<file path="config.mk">
export PLATFORM = sky130hd
export DESIGN_NAME = txdma_chan
export DESIGN_NICKNAME = d
export VERILOG_FILES = /design/src/rtl/txdma_pkg.sv /design/src/rtl/txdma_desc_bank.sv /design/src/rtl/txdma_unpacker.sv /design/src/rtl/txdma_ctrl.sv /design/src/rtl/txdma_chan.sv
export SDC_FILE = /design/constraint.sdc
export NUM_CORES = 1
export LEC_CHECK = 0
export BUFFER_PORTS_ARGS = -buffer_cell sky130_fd_sc_hd__buf_2
export CORE_MARGIN = 3
export CORE_UTILIZATION = 36
export DETAILED_ROUTE_END_ITERATION = 7
export GPL_TIMING_DRIVEN = 0
export PLACE_DENSITY = 0.56
export SLEW_MARGIN = 30
export SYNTH_ARGS = -nofsm -noshare
export SYNTH_HDL_FRONTEND = slang
export SYNTH_SLANG_ARGS = --single-unit
</file>
<file path="constraint.sdc">
create_clock -name clk -period 10.9 [get_ports clk]
set_input_delay 0 -clock clk [delete_from_list [all_inputs] [get_ports clk]]
set_output_delay 0 -clock clk [all_outputs]
set_load 0.05 [all_outputs]
</file>
<file path="src/rtl/txdma_pkg.sv">
package txdma_pkg;
  typedef enum logic [1:0] {
    ST_IDLE  = 2'd0,
    ST_FETCH = 2'd1,
    ST_DRAIN = 2'd2
  } chan_st_e;

  localparam int LANES  = 4;
  localparam int NSLOTS = 2;
endpackage

</file>
<file path="src/rtl/txdma_desc_bank.sv">
module txdma_desc_bank #(
  parameter int AW = 16,
  parameter int CW = 12
) (
  input  logic          clk,
  input  logic          rst_n,
  input  logic          wr,
  input  logic          wr_sel,
  input  logic [AW-1:0] wr_base,
  input  logic [CW-1:0] wr_cnt,
  input  logic          busy,
  input  logic          cur,
  input  logic          retire,
  output logic [AW-1:0] base_o,
  output logic [CW-1:0] cnt_o,
  output logic          vld_o
);
  import txdma_pkg::*;

  logic [AW-1:0]     base_q [NSLOTS];
  logic [AW-1:0]     base_d [NSLOTS];
  logic [CW-1:0]     cnt_q  [NSLOTS];
  logic [CW-1:0]     cnt_d  [NSLOTS];
  logic [NSLOTS-1:0] vld_q, vld_d;
  logic [NSLOTS-1:0] we, clr;

  for (genvar p = 0; p < NSLOTS; p++) begin : g_slot
    // a slot in use may not be rewritten; a zero count is never accepted
    assign we[p]  = wr && (wr_sel == 1'(p)) && (wr_cnt != '0)
                    && !(busy && (cur == 1'(p)));
    assign clr[p] = retire && (cur == 1'(p));
  end

  always_comb begin
    vld_d = vld_q;
    for (int p = 0; p < NSLOTS; p++) begin
      base_d[p] = base_q[p];
      cnt_d[p]  = cnt_q[p];
      if (we[p]) begin
        base_d[p] = wr_base;
        cnt_d[p]  = wr_cnt;
        vld_d[p]  = 1'b1;
      end else if (clr[p]) begin
        vld_d[p] = 1'b0;
      end
    end
  end

  always_ff @(posedge clk or negedge rst_n) begin
    if (!rst_n) begin
      vld_q <= '0;
      for (int p = 0; p < NSLOTS; p++) begin
        base_q[p] <= '0;
        cnt_q[p]  <= '0;
      end
    end else begin
      vld_q <= vld_d;
      for (int p = 0; p < NSLOTS; p++) begin
        base_q[p] <= base_d[p];
        cnt_q[p]  <= cnt_d[p];
      end
    end
  end

  assign base_o = base_q[cur];
  assign cnt_o  = cnt_q[cur];
  assign vld_o  = vld_q[cur];
endmodule

</file>
<file path="src/rtl/txdma_unpacker.sv">
module txdma_unpacker (
  input  logic        clk,
  input  logic        rst_n,
  input  logic        ld,
  input  logic [31:0] word_i,
  input  logic [1:0]  first_i,
  input  logic [2:0]  n_i,
  input  logic        adv,
  input  logic        flush,
  output logic [7:0]  byte_o,
  output logic        one_left,
  output logic        empty
);
  logic [31:0] word_q, word_d;
  logic [2:0]  bptr_q, bptr_d;
  logic [2:0]  bend_q, bend_d;

  always_comb begin
    word_d = word_q;
    bptr_d = bptr_q;
    bend_d = bend_q;
    if (ld) begin
      word_d = word_i;
      bptr_d = {1'b0, first_i};
      bend_d = {1'b0, first_i} + n_i;
    end else if (flush) begin
      bptr_d = bend_q;
    end else if (adv) begin
      bptr_d = bptr_q + 3'd1;
    end
  end

  always_ff @(posedge clk or negedge rst_n) begin
    if (!rst_n) begin
      word_q <= '0;
      bptr_q <= '0;
      bend_q <= '0;
    end else begin
      word_q <= word_d;
      bptr_q <= bptr_d;
      bend_q <= bend_d;
    end
  end

  assign byte_o   = word_q[8*bptr_q[1:0] +: 8];
  assign one_left = (bptr_q + 3'd1) == bend_q;
  assign empty    = bptr_q == bend_q;
endmodule

</file>
<file path="src/rtl/txdma_ctrl.sv">
module txdma_ctrl #(
  parameter int AW = 16,
  parameter int CW = 12
) (
  input  logic          clk,
  input  logic          rst_n,
  input  logic          d_vld,
  input  logic [AW-1:0] d_base,
  input  logic [CW-1:0] d_cnt,
  output logic          rd_req,
  output logic [AW-1:0] rd_addr,
  input  logic          rd_ack,
  output logic          ld,
  output logic [1:0]    ld_first,
  output logic [2:0]    ld_n,
  input  logic          u_one_left,
  output logic          adv,
  output logic          flush,
  output logic          tx_valid,
  input  logic          tx_ready,
  input  logic          tx_end,
  output logic          tx_tc,
  output logic          busy,
  output logic          cur,
  output logic          retire,
  output logic          irq,
  output logic [CW-1:0] stat_cnt,
  output logic          stat_tc,
  output logic          stat_eos
);
  import txdma_pkg::*;

  chan_st_e      state_q, state_d;
  logic [AW-1:0] addr_q, addr_d;
  logic [CW-1:0] rem_q, rem_d;
  logic [CW-1:0] sent_q, sent_d;
  logic          cur_q, cur_d;
  logic          irq_q, irq_d;
  logic [CW-1:0] scnt_q, scnt_d;
  logic          stc_q, stc_d;
  logic          seos_q, seos_d;
  logic          last_cnt;
  logic [2:0]    room;

  assign last_cnt = rem_q == CW'(1);
  assign room     = 3'd4 - {1'b0, addr_q[1:0]};

  always_comb begin
    state_d = state_q;
    addr_d  = addr_q;
    rem_d   = rem_q;
    sent_d  = sent_q;
    cur_d   = cur_q;
    irq_d   = 1'b0;
    scnt_d  = scnt_q;
    stc_d   = stc_q;
    seos_d  = seos_q;
    ld      = 1'b0;
    adv     = 1'b0;
    flush   = 1'b0;
    retire  = 1'b0;
    unique case (state_q)
      ST_IDLE: begin
        if (d_vld) begin
          addr_d  = d_base;
          rem_d   = d_cnt;
          sent_d  = '0;
          state_d = ST_FETCH;
        end
      end
      ST_FETCH: begin
        if (rd_ack) begin
          ld      = 1'b1;
          state_d = ST_DRAIN;
        end
      end
      ST_DRAIN: begin
        if (tx_ready) begin
          adv    = 1'b1;
          addr_d = addr_q + AW'(1);
          rem_d  = rem_q - CW'(1);
          sent_d = sent_q + CW'(1);
          if (last_cnt || tx_end) begin
            flush   = 1'b1;
            retire  = 1'b1;
            irq_d   = 1'b1;
            cur_d   = ~cur_q;
            scnt_d  = sent_q + CW'(1);
            stc_d   = last_cnt;
            seos_d  = tx_end;
            state_d = ST_IDLE;
          end else if (u_one_left) begin
            state_d = ST_FETCH;
          end
        end
      end
      default: state_d = ST_IDLE;
    endcase
  end

  always_ff @(posedge clk or negedge rst_n) begin
    if (!rst_n) begin
      state_q <= ST_IDLE;
      addr_q  <= '0;
      rem_q   <= '0;
      sent_q  <= '0;
      cur_q   <= 1'b0;
      irq_q   <= 1'b0;
      scnt_q  <= '0;
      stc_q   <= 1'b0;
      seos_q  <= 1'b0;
    end else begin
      state_q <= state_d;
      addr_q  <= addr_d;
      rem_q   <= rem_d;
      sent_q  <= sent_d;
      cur_q   <= cur_d;
      irq_q   <= irq_d;
      scnt_q  <= scnt_d;
      stc_q   <= stc_d;
      seos_q  <= seos_d;
    end
  end

  assign rd_req   = state_q == ST_FETCH;
  assign rd_addr  = {addr_q[AW-1:2], 2'b00};
  assign ld_first = addr_q[1:0];
  assign ld_n     = (rem_q < CW'(room)) ? rem_q[2:0] : room;
  assign tx_valid = state_q == ST_DRAIN;
  assign tx_tc    = (state_q == ST_DRAIN) && last_cnt;
  assign busy     = state_q != ST_IDLE;
  assign cur      = cur_q;
  assign irq      = irq_q;
  assign stat_cnt = scnt_q;
  assign stat_tc  = stc_q;
  assign stat_eos = seos_q;
endmodule

</file>
<file path="src/rtl/txdma_chan.sv">
module txdma_chan #(
  parameter int AW = 16,
  parameter int CW = 12
) (
  input  logic          clk,
  input  logic          rst_n,
  input  logic          cfg_wr,
  input  logic          cfg_sel,
  input  logic [AW-1:0] cfg_base,
  input  logic [CW-1:0] cfg_cnt,
  output logic          rd_req,
  output logic [AW-1:0] rd_addr,
  input  logic          rd_ack,
  input  logic [31:0]   rd_data,
  output logic          tx_valid,
  output logic [7:0]    tx_data,
  input  logic          tx_ready,
  input  logic          tx_end,
  output logic          tx_tc,
  output logic          irq,
  output logic          nxt_buf,
  output logic [CW-1:0] stat_cnt,
  output logic          stat_tc,
  output logic          stat_eos
);
  logic          rst_meta, rst_sync;
  logic          d_vld, busy, cur, retire;
  logic [AW-1:0] d_base;
  logic [CW-1:0] d_cnt;
  logic          ld, adv, flush, u_one_left, u_empty;
  logic [1:0]    ld_first;
  logic [2:0]    ld_n;

  always_ff @(posedge clk or negedge rst_n) begin
    if (!rst_n) begin
      rst_meta <= 1'b0;
      rst_sync <= 1'b0;
    end else begin
      rst_meta <= 1'b1;
      rst_sync <= rst_meta;
    end
  end

  txdma_desc_bank #(.AW(AW), .CW(CW)) u_bank (
    .clk(clk), .rst_n(rst_sync), .wr(cfg_wr), .wr_sel(cfg_sel),
    .wr_base(cfg_base), .wr_cnt(cfg_cnt), .busy(busy), .cur(cur),
    .retire(retire), .base_o(d_base), .cnt_o(d_cnt), .vld_o(d_vld)
  );

  txdma_unpacker u_unp (
    .clk(clk), .rst_n(rst_sync), .ld(ld), .word_i(rd_data),
    .first_i(ld_first), .n_i(ld_n), .adv(adv), .flush(flush),
    .byte_o(tx_data), .one_left(u_one_left), .empty(u_empty)
  );

  txdma_ctrl #(.AW(AW), .CW(CW)) u_ctrl (
    .clk(clk), .rst_n(rst_sync), .d_vld(d_vld), .d_base(d_base),
    .d_cnt(d_cnt), .rd_req(rd_req), .rd_addr(rd_addr), .rd_ack(rd_ack),
    .ld(ld), .ld_first(ld_first), .ld_n(ld_n), .u_one_left(u_one_left),
    .adv(adv), .flush(flush), .tx_valid(tx_valid), .tx_ready(tx_ready),
    .tx_end(tx_end), .tx_tc(tx_tc), .busy(busy), .cur(cur),
    .retire(retire), .irq(irq), .stat_cnt(stat_cnt), .stat_tc(stat_tc),
    .stat_eos(stat_eos)
  );

  assign nxt_buf = cur;
endmodule

</file>
# After elaboration in Yosys (flattened, before gate mapping)
# Index checks and enable logic that the tools add are counted.
dict set report classes {
  reduce_logical 24
  eq_ne 8
  order_cmp 3
  muxes 38
  shifts 1
  n_addsub 6
  bitwise_logic 3
}
# op count
set ops {}
lappend ops {{12-bit two-way mux} 7}
lappend ops {{16-bit two-way mux} 5}
lappend ops {{12-bit case mux with 2 select lines} 2}
lappend ops {{16-bit case mux with 2 select lines} 1}
lappend ops {{32-bit by 6-bit indexed part select with 8-bit output} 1}
lappend ops {{16-bit by 1-bit adder with 16-bit output, second input constant} 1}
lappend ops {{1-bit two-way mux} 13}
lappend ops {{12-bit by 1-bit adder with 12-bit output, second input constant} 1}
lappend ops {{12-bit by 1-bit equality test with 1-bit output, second input constant} 1}
lappend ops {{12-bit by 3-bit < comparator with 1-bit output} 1}
lappend ops {{3-bit two-way mux} 4}
lappend ops {{12-bit nonzero test} 1}
lappend ops {{12-bit by 1-bit subtractor with 12-bit output, second input constant} 1}
lappend ops {{1-bit logical AND} 11}
lappend ops {{2-bit two-way mux} 5}
lappend ops {{2-bit nonzero test} 4}
lappend ops {{2-bit case mux with 3 select lines} 1}
lappend ops {{3-bit AND reduction} 2}
lappend ops {{2-bit by 1-bit inequality test with 1-bit output, second input constant} 2}
lappend ops {{4-bit AND reduction} 1}
lappend ops {{2-bit by 3-bit adder with 3-bit output} 1}
lappend ops {{3-bit by 1-bit adder with 3-bit output, second input constant} 1}
lappend ops {{3-bit equality test} 1}
lappend ops {{3-bit by 1-bit inequality test with 1-bit output, second input constant} 1}
lappend ops {{other kinds (12)} 14}
dict set report word_totals {
  in_bits 67
  word_cells 103
  out_inout_bits 43
  reg_bits 156
}

# Depth between registers and ports, before layout
# Gate-level depths: netlist of run 1.
dict set report logic_depth {
  depth_word 8
  depth_mapped 14
  mapped_depth_nobuf 14
}

# By module
# From an unflattened synthesis of run 1, not the netlist that was laid out.
dict set report hier_totals {
  hier_cells 818
  hier_area_um2 8886.0
}
# mod seq_area_each_um2 cells_each instances area_per_inst_um2
set by_module_without_submodules {}
lappend by_module_without_submodules {txdma_desc_bank 1451.4 345 1 3664.8}
lappend by_module_without_submodules {txdma_ctrl 1451.4 357 1 3379.5}
lappend by_module_without_submodules {txdma_unpacker 950.9 113 1 1788.0}
lappend by_module_without_submodules {txdma_chan 50.0 3 1 53.8}

# Worst setup path after synthesis of run 1
# OpenSTA, ideal clock, no wires.
dict set report synth_timing {
  path_type {reg2reg}
  startpoint {register u_ctrl.addr_q[0]}
  endpoint {register u_unp.bend_q[2]}
  setup_time_ns 0.082
  arrival_ns 2.782
  stages_incl_launch_ff 14
  path_slack_ns 8.036
  t_required_ns 10.818
  n_path_buf 0
  period_less_slack_ns 2.864
  path_cell_list {dfrtp_1 > inv_1 > ha_1 > inv_1 > ha_1 > a311o_1 > nor3_1 > nand2_1 > o21ai_0 > ha_1 > inv_1 > fa_1 > or3_1 > a31oi_1}
}
dict set report synth_between {
  elab_chain_len 4
}
# item line_no
set synth_lines {}
lappend synth_lines {{start: declaration} txdma_ctrl.sv:34} ;# logic [AW-1:0] addr_q, addr_d;
lappend synth_lines {{start signal: assignment} txdma_ctrl.sv:114} ;# addr_q <= addr_d;
lappend synth_lines {{3-bit by 2-bit subtractor with 3-bit output} txdma_ctrl.sv:46} ;# assign room = 3'd4 - {1'b0, addr_q[1:0]};
lappend synth_lines {{12-bit by 3-bit < comparator with 1-bit output} txdma_ctrl.sv:128} ;# assign ld_n = (rem_q < CW'(room)) ? rem_q[2:0] : room;
lappend synth_lines {{3-bit two-way mux} txdma_ctrl.sv:128}
lappend synth_lines {{2-bit by 3-bit adder with 3-bit output *} txdma_unpacker.sv:25} ;# bend_d = {1'b0, first_i} + n_i;
lappend synth_lines {{end signal: assignment} txdma_unpacker.sv:41} ;# bend_q <= bend_d;
lappend synth_lines {{end: declaration} txdma_unpacker.sv:16} ;# logic [2:0] bend_q, bend_d;
# Mark *: on every way between the ends. The rest lies on a longest branch, timed or not.
# A chain may end at the register's enable or synchronous reset.

# Final worst setup path of run 1
# Same ends and word-level chain as after synthesis.

==> results by group, run 1 <==
Worst hold path
  • Worst Hold Path Cells: 3
  • Type of the worst min-delay path: in -> reg

Timing
  • Final critical-path share of the clock period: 29.3%
  • Fin. max-slew vios: 0
  • Setup TNS Final: 0 ns
  • Least-Margin Pin Slew: 0.751 ns
  • Endpoints failing hold: 0
  • Worst-case clock skew: 0.00962 ns
  • Max_slew headroom: 49.9%
  • RSZ-0062 raised after global routing: false
  • Finish-stage setup viols: 0
  • Fmax: 313 MHz
  • Min Tclk post-route: 3.19 ns

Clock tree
  • Sink Count: 156
  • Clock transition at the registers of the reported paths: 0.07 ns
  • CTS Buffer Depth: 2
  • Total CTS buffers: 17
  • TritonCTS clock tree: done
  • Clock Tree Root: clkbuf_16
  • Worst-Skew Late Latency: 0.43 ns
  • H-tree depth: 4

Yosys
  • Post-synth top area cell: dfrtp_1
  • Synth Area in Adders: 1.59%
  • Sequential fraction of the synthesis area: 51.7%
  • Mux cell area share after synthesis: 14.8%
  • Synth top area cells: dfrtp_1, mux2_2, nand2_1
  • Synth cell types: 58
  • Synth Cell Area: 0.00755 mm²
  • Compound-Gate Fraction of Synth Area: 12.0%
  • Synth warn: 0
  • Post-synth EDFFs: 0
  • Cells after Synth: 728
  • Predominant post-synthesis flop cell: dfrtp_1
  • XOR/XNOR share of the synthesized area: 1.74%
  • Simple logic cell fraction of the synthesized area: 14.4%
  • Post-synthesis async set-or-reset flop share: 100%
  • Main combinational cell family by area after synthesis: multiplexers
  • Post-synth top area share: 51.7%
  • Seq cells post-synth: 156
  • Synth Area per Inst: 10.4 µm²

Pwr
  • Leakage: 4.44 nW
  • Pwr Total: 0.00306 W
  • Worst vdd ir: 129 µV
  • P per Cell Area: 315 mW/mm²

Place
  • Placed cell count: 1109
  • RD Place Congestion: 0.828
  • DPL Wire Length: 14200 µm
  • Port Buffer Count: 107
  • Post-DP Area: 0.00851 mm²

Route
  • DRC violation count after routing: 0
  • Wire per inst: 16.7 µm
  • Vias per cell: 5.07
  • Antenna Nets Post-Route: 0
  • Total number of vias: 6110
  • Initial detailed-routing violation count: 304
  • Detailed Routing Iterations Pass 1: 6
  • Final WL: 20200 µm

Final layout
  • Most common cell after layout, fill and taps aside: nand2_1
  • Final Non-Filler Cells: 1205
  • Layout cells sized above 1: 26.3%
  • N_diodes: 0
  • Fin nets: 998
  • Area grow syn2layout: 28.6%
  • Design area: 0.00971 mm²
  • Most frequent cells in the layout: nand2_1, dfrtp_1, buf_2

Worst setup path
  • Crit path DAT: 3.54 ns
  • CP max FO: 9
  • FF-to-FF path depth: 13
  • Setup CP Type: reg -> reg
  • Worst setup EP type: register
  • Worst Path Required: 11.25 ns
  • CP startpoint kind: register

Global routing
  • Met1 Use GR: 25.3%
  • GRT met2 Usage: 29.4%
  • Initial antenna violation count: 0
  • Vias in the first global route: 6042
  • Grt met3 use: 4.04%
  • Grt peak-use layer: met2
  • GRT Util Overall: 18.3%
  • First-pass GRT wire length: 32600 µm
  • Largest net degree at the start of global routing: 49
  • Congestion Overflow GR: 0

Floorplanning
  • Row cnt: 52
  • Top-level port count: 110
  • Die ar.: 0.0228 mm²
  • Die Span Y: 151 µm
  • Core Footprint: 0.0204 mm²
  • Die width: 151 µm
  • Initial Utilization: 37.0%

Run status
  • Status: completed

Job
  • Max cap viols: 0
## state kept, by name, indices dropped and copies added (netlist names), 3 cells and up
signal           count
u_bank.base_q       32
u_bank.cnt_q        24
u_ctrl.addr_q       16
u_ctrl.rem_q        12
u_ctrl.sent_q       12
u_ctrl.stat_cnt     12
u_unp.bend_q         3
u_unp.bptr_q         3
u_unp.word_q        32
## stage by stage
stage	utilization [%]	hold slack [ns]	setup slack (ns)
2_1_floorplan	-	-0.296	6.23
3_3_place_gp	41.3	-0.214	4.09
3_5_place_dp	41.7	-0.211	7.72
4_1_cts	47.6	0.0309	7.70
5_1_grt	47.6	0.0704	7.46
6_report	47.6	0.0408	7.71
## where the power goes
| part | internal, W | total (W) | switching, W | leakage (nW) |
|---|---|---|---|---|
| Sequential | 0.000847 | 0.00104 | 0.000191 | 1.90 |
| Clock | 0.000318 | 0.000578 | 0.000260 | 0.268 |
| Combinational | 0.000536 | 0.00144 | 0.000905 | 2.27 |
## kinds of logic after synthesis
kind of cell / Yosys count
flops: 156
buf+inv: 62
other cells: 2
simple gates: 245
fa+ha+maj: 9
xor+xnor: 15
compound gates: 145
mux: 94
## synth_stat cells, drive strengths merged, types with 4 or more instances
library cell / count
nand2: 157
dfrtp: 156
mux2: 62
o21ai: 51
a21oi: 32
nor2: 30
buf: 26
mux2i: 24
clkbuf: 18
inv: 18
nand3: 13
o22ai: 11
a22o: 10
o31ai: 9
ha: 8
mux4: 8
xor2: 8
nor3: 7
nor4: 7
xnor2: 7
a31oi: 6
nor2b: 6
and3: 5
nand4: 5
o32ai: 5
nand2b: 4
## worst paths after layout
path	startpoint	slack, ns	end
setup / recovery	u_ctrl.addr_q[0]	7.71	u_unp.bend_q[2]
hold / removal	tx_ready	0.04	u_ctrl.state_q[1]
setup reg to reg	u_ctrl.addr_q[0]	7.71	u_unp.bend_q[2]
hold reg to reg	rst_sync	0.33	u_unp.word_q[13]
max in group asynchronous	rst_sync	9.73	u_bank.cnt_q[19]
min in group asynchronous	rst_sync	0.33	u_unp.word_q[13]
## layer usage
layer	share of wire (%)	wire length (µm)
met1	47	9510
met2	47	9520
met3	4.3	866
met4	1.4	286
met5	0	0
## layout make-up
cell class / count / area [µm²]
clock inverters: 15 / 139
well taps: 270 / 338
inverters: 18 / 67.6
clock buffers: 17 / 425
multi-input cells: 511 / 3380
fillers: 1928 / 10700
repair buffers: 174 / 1250
flip-flops and latches: 156 / 3910
plain buffers: 44 / 208
## critical path, cell delays in order (launching register included)
cell	delay, ns
dfrtp_1	0.53
inv_1	0.14
ha_1	0.25
inv_1	0.06
ha_1	0.23
a311o_1	0.30
nor3_1	0.32
nand2_1	0.09
o21ai_0	0.09
ha_1	0.16
inv_1	0.04
fa_1	0.37
or3_1	0.37
a31oi_1	0.16
## timing repair
item	CTS	global route
buffers inserted	0	0
hold buffers	64	0
resized for setup	0	0
endpoints found under the hold margin	93	0
setup endpoints to repair	0	0
Power figures use the tool's default switching activity.
==> run 2, diff against run 1 <==
--- a/config.mk
+++ b/config.mk
@@ -5,12 +5,13 @@
 export SDC_FILE = /design/constraint.sdc
 export NUM_CORES = 1
 export LEC_CHECK = 0
+export ABC_AREA = 1
 export BUFFER_PORTS_ARGS = -buffer_cell sky130_fd_sc_hd__buf_2
 export CORE_MARGIN = 3
 export CORE_UTILIZATION = 36
 export DETAILED_ROUTE_END_ITERATION = 7
 export GPL_TIMING_DRIVEN = 0
-export PLACE_DENSITY = 0.56
+export PLACE_DENSITY = 0.57
 export SLEW_MARGIN = 30
 export SYNTH_ARGS = -nofsm -noshare
 export SYNTH_HDL_FRONTEND = slang
==> constraint.sdc (replaced) <==
create_clock -name clk -period 2.6 [get_ports clk]
set_input_delay 0 -clock clk [delete_from_list [all_inputs] [get_ports clk]]
set_output_delay 0 -clock clk [all_outputs]
set_load 0.05 [all_outputs]
==> run 2 against run 1 <==
Net effect:
- area after synthesis up 3.9%
- maximum frequency up 32%
- non-clock buffer count up 16
- total power rose to 4.2 times the previous value
- via count up 19%
- hold slack worse by 0.040 ns
- global-route usage up 1.5 points
- highest routed layer unchanged
==> results by group, run 2 <==
Final layout
  • Final Non-Filler Cells: 1502 (was 1205)
  • Most common cell after layout, fill and taps aside: nand2_1 (unchanged)
  • Area grow syn2layout: 29.6% (was 28.6%)
  • N_diodes: 0 (unchanged)
  • Most frequent cells in the layout: nand2_1, dfrtp_1, buf_2 (unchanged)
  • Biggest regs: u_bank.base_q x32, u_unp.word_q x32, u_bank.cnt_q x24 (unchanged)
  • Fin nets: 1290 (was 998)
  • Layout cells sized above 1: 17.4% (was 26.3%)
  • Final Core Density: 47.9% (was 47.6%)
  • Number of fill cells in the layout: 2143 (was 1928)

Yosys
  • Synth Area per Inst: 7.76 µm² (was 10.4 µm²)
  • Mux cell area share after synthesis: 0% (was 14.8%)
  • Synth Area in Adders: 1.53% (was 1.59%)
  • Compound-Gate Fraction of Synth Area: 10.6% (was 12.0%)
  • Sequential fraction of the synthesis area: 49.7% (was 51.7%)
  • Synth top cells by count: nand2_1, dfrtp_1, nand3_1 (was dfrtp_1, nand2_1, mux2_2)
  • Synth cell types: 40 (was 58)
  • Main combinational cell family by area after synthesis: simple AND/OR/NAND/NOR gates (was multiplexers)
  • Simple logic cell fraction of the synthesized area: 30.1% (was 14.4%)
  • Predominant post-synthesis flop cell: dfrtp_1 (unchanged)
  • Synth Cell Area: 0.00785 mm² (was 0.00755 mm²)
  • Seq cells post-synth: 156 (unchanged)
  • XOR/XNOR share of the synthesized area: 1.34% (was 1.74%)
  • Post-synthesis async set-or-reset flop share: 100% (unchanged)
  • Post-synth top area cell: dfrtp_1 (unchanged)
  • Cells after Synth: 1011 (was 728)
  • Post-synth EDFFs: 0 (unchanged)
  • Synth top area cells: dfrtp_1, nand2_1, nand3_1 (was dfrtp_1, mux2_2, nand2_1)
  • Synth warn: 0 (unchanged)
  • Post-synth top area share: 49.7% (was 51.7%)
  • Most common cell in the netlist: nand2_1

Global routing
  • Largest net degree at the start of global routing: 47 (was 49)
  • GRT Util Overall: 19.9% (was 18.3%)
  • Vias in the first global route: 7229 (was 6042)
  • Congestion Overflow GR: 0 (unchanged)
  • First-pass GRT wire length: 37800 µm (was 32600 µm)
  • Initial antenna violation count: 0 (unchanged)

Route
  • Wire per inst: 15.4 µm (was 16.7 µm)
  • Initial detailed-routing violation count: 418 (was 304)
  • Antenna Nets Post-Route: 0 (unchanged)
  • Detailed Routing Iterations Pass 1: 5 (was 6)
  • Final WL: 23200 µm (was 20200 µm)
  • DRC violation count after routing: 0 (unchanged)
  • Vias per cell: 4.86 (was 5.07)
  • Total number of vias: 7295 (was 6110)

Floorplanning
  • Die ar.: 0.0236 mm² (was 0.0228 mm²)
  • Row cnt: 53 (was 52)
  • Initial Utilization: 37.0% (about the same)
  • Core Footprint: 0.0212 mm² (was 0.0204 mm²)
  • Die Span Y: 154 µm (was 151 µm)
  • Die width: 154 µm (was 151 µm)
  • Top-level port count: 110 (unchanged)

Clock tree
  • Total CTS buffers: 17 (unchanged)
  • TritonCTS clock tree: done (unchanged)
  • Clock Tree Root: clkbuf_16 (unchanged)
  • Worst-Skew Late Latency: 0.43 ns (about the same)
  • CTS Buffer Depth: 2 (unchanged)
  • H-tree depth: 4 (unchanged)
  • Clock transition at the registers of the reported paths: 0.06 ns (was 0.07 ns)
  • Sink Count: 156 (unchanged)

Worst setup path
  • CP max FO: 5 (was 9)
  • Crit path DAT: 2.74 ns (was 3.54 ns)
  • Slowest cell on crit path: dfrtp_2 (was dfrtp_1)
  • CP startpoint kind: register (unchanged)
  • CP max stage delay: 0.43 ns (was 0.53 ns)
  • Setup CP Type: reg -> reg (unchanged)
  • Worst Path Required: 2.91 ns (was 11.25 ns)
  • Worst setup EP type: register (unchanged)
  • Crit-path most repeated cell: inv_1
  • Crit path cell chain: inv_2 -> ha_1 -> inv_1 -> ha_1 -> inv_1 -> a21oi_2 -> nand2_1 -> nand3_2 -> nand2_1 -> o21ai_2 -> ha_2 -> inv_1 -> fa_2 -> inv_1 -> nand3_1 -> nand3_1 -> nand2_1 (was inv_1 -> ha_1 -> inv_1 -> ha_1 -> a311o_1 -> nor3_1 -> nand2_1 -> o21ai_0 -> ha_1 -> inv_1 -> fa_1 -> or3_1 -> a31oi_1)

Timing
  • Fmax: 413 MHz (was 313 MHz)
  • Endpoints failing hold: 0 (unchanged)
  • Least-Margin Pin Slew: 0.689 ns (was 0.751 ns)
  • Worst-case clock skew: 0.0129 ns (was 0.00962 ns)
  • Final critical-path share of the clock period: 93.2% (was 29.3%)
  • Fin. max-slew vios: 0 (unchanged)
  • Finish-stage setup viols: 0 (unchanged)
  • Max_slew headroom: 54.0% (was 49.9%)
  • Min Tclk post-route: 2.42 ns (was 3.19 ns)

Pwr
  • Leakage: 5.16 nW (was 4.44 nW)
  • Worst vdd ir: 651 µV (was 129 µV)
  • P per Cell Area: 1270 mW/mm² (was 315 mW/mm²)

Place
  • DPL Wire Length: 16200 µm (was 14200 µm)
  • Placed cell count: 1398 (was 1109)
  • Port Buffer Count: 107 (unchanged)
  • RD Place Congestion: 0.828 (about the same)

Run status
  • Status: completed (unchanged)

Job
  • Max cap viols: 0 (unchanged)

Worst hold path
  • Type of the worst min-delay path: in -> reg (unchanged)
[run 2: cell type report]
type                       instances  area [µm²]  share of cell area, %
buffer                            51         274                   2.69
clock buffer                      21         470                   4.63
clock inverter                    11         154                   1.51
inverter                          64         243                   2.39
multi-input combinational        741        3450                   33.9
sequential                       156        3910                   38.4
tap                              275         344                   3.38
timing repair buffer             183        1330                   13.0
[run 2: through the flow]
stage | instance area [µm²] | total power [W] | worst slack [ns] | setup TNS (ns) | hold slack, ns
after floorplan | 7860 | 0.00838 | 0.0158 | 0 | -0.296
after global placement | 8730 | 0.0100 | -1.16 | -175.82 | -0.214
after detailed placement | 8820 | 0.0101 | 0.0519 | 0 | -0.213
after CTS | 10100 | 0.0129 | 0.0126 | 0 | 0.00713
after global routing | 10200 | 0.0139 | -0.0220 | -0.0220 | 0.0189
final | 10200 | 0.0129 | 0.176 | 0 | 0.000632
[run 2: report_power, final]
group	switching, W	internal, W	total [W]
Sequential	0.000763	0.00349	0.00425
Combinational	0.00414	0.00189	0.00603
Clock	0.00105	0.00160	0.00265
[run 2: critical path, delay by kind of cell, from the launching register on]
kind	cells	cell delay, ns
AOI/OAI and AO/OA	2	0.15
adders and majority gates	4	0.93
and+or+nand+nor	6	0.52
DFF	1	0.43
buffers and inverters	5	0.29
[run 2: metal layers]
layer / track usage [%] / vias up / wire (µm)
met1: 27.9 / 3412 / 11200
met2: 32.0 / 169 / 10600
met4: 5.38 / 0 / 282
met3: 3.38 / 23 / 1040
met5: 0 / - / 0
li1: - / 3691 / -
[run 2: repair_timing]
item | CTS | global route
setup endpoints to repair | 0 | 2
hold buffers | 65 | 0
gates resized for setup | 0 | 9
endpoints found under the hold margin | 92 | 0
buffers inserted | 0 | 7
[run 2: worst paths after layout]
| path | endpoint | startpoint | slack (ns) | cells after the start |
|---|---|---|---|---|
| min in group asynchronous | u_unp.word_q[12] | rst_sync | 0.20 | 0 |
| worst max register to register | u_unp.bend_q[2] | u_ctrl.addr_q[0] | 0.18 | 17 |
| worst min register to register | u_unp.word_q[12] | rst_sync | 0.20 | 0 |
| worst max-delay path | u_unp.bend_q[2] | u_ctrl.addr_q[0] | 0.18 | 17 |
| max in group asynchronous | u_ctrl.addr_q[0] | rst_sync | 1.34 | 3 |
| worst min-delay path | u_ctrl.stat_eos | tx_end | 0.0006 | 3 |
[run 2: cells by family (layout without fill, tap and decap cells)]
| group | count (synthesis) | after routing |
|---|---|---|
| xor+xnor | 12 | 12 |
| compound gates | 148 | 148 |
| other cells | 2 | 3 |
| fa+ha+maj | 9 | 9 |
| buf+inv | 115 | 330 |
| flops | 156 | 156 |
| simple gates | 569 | 569 |
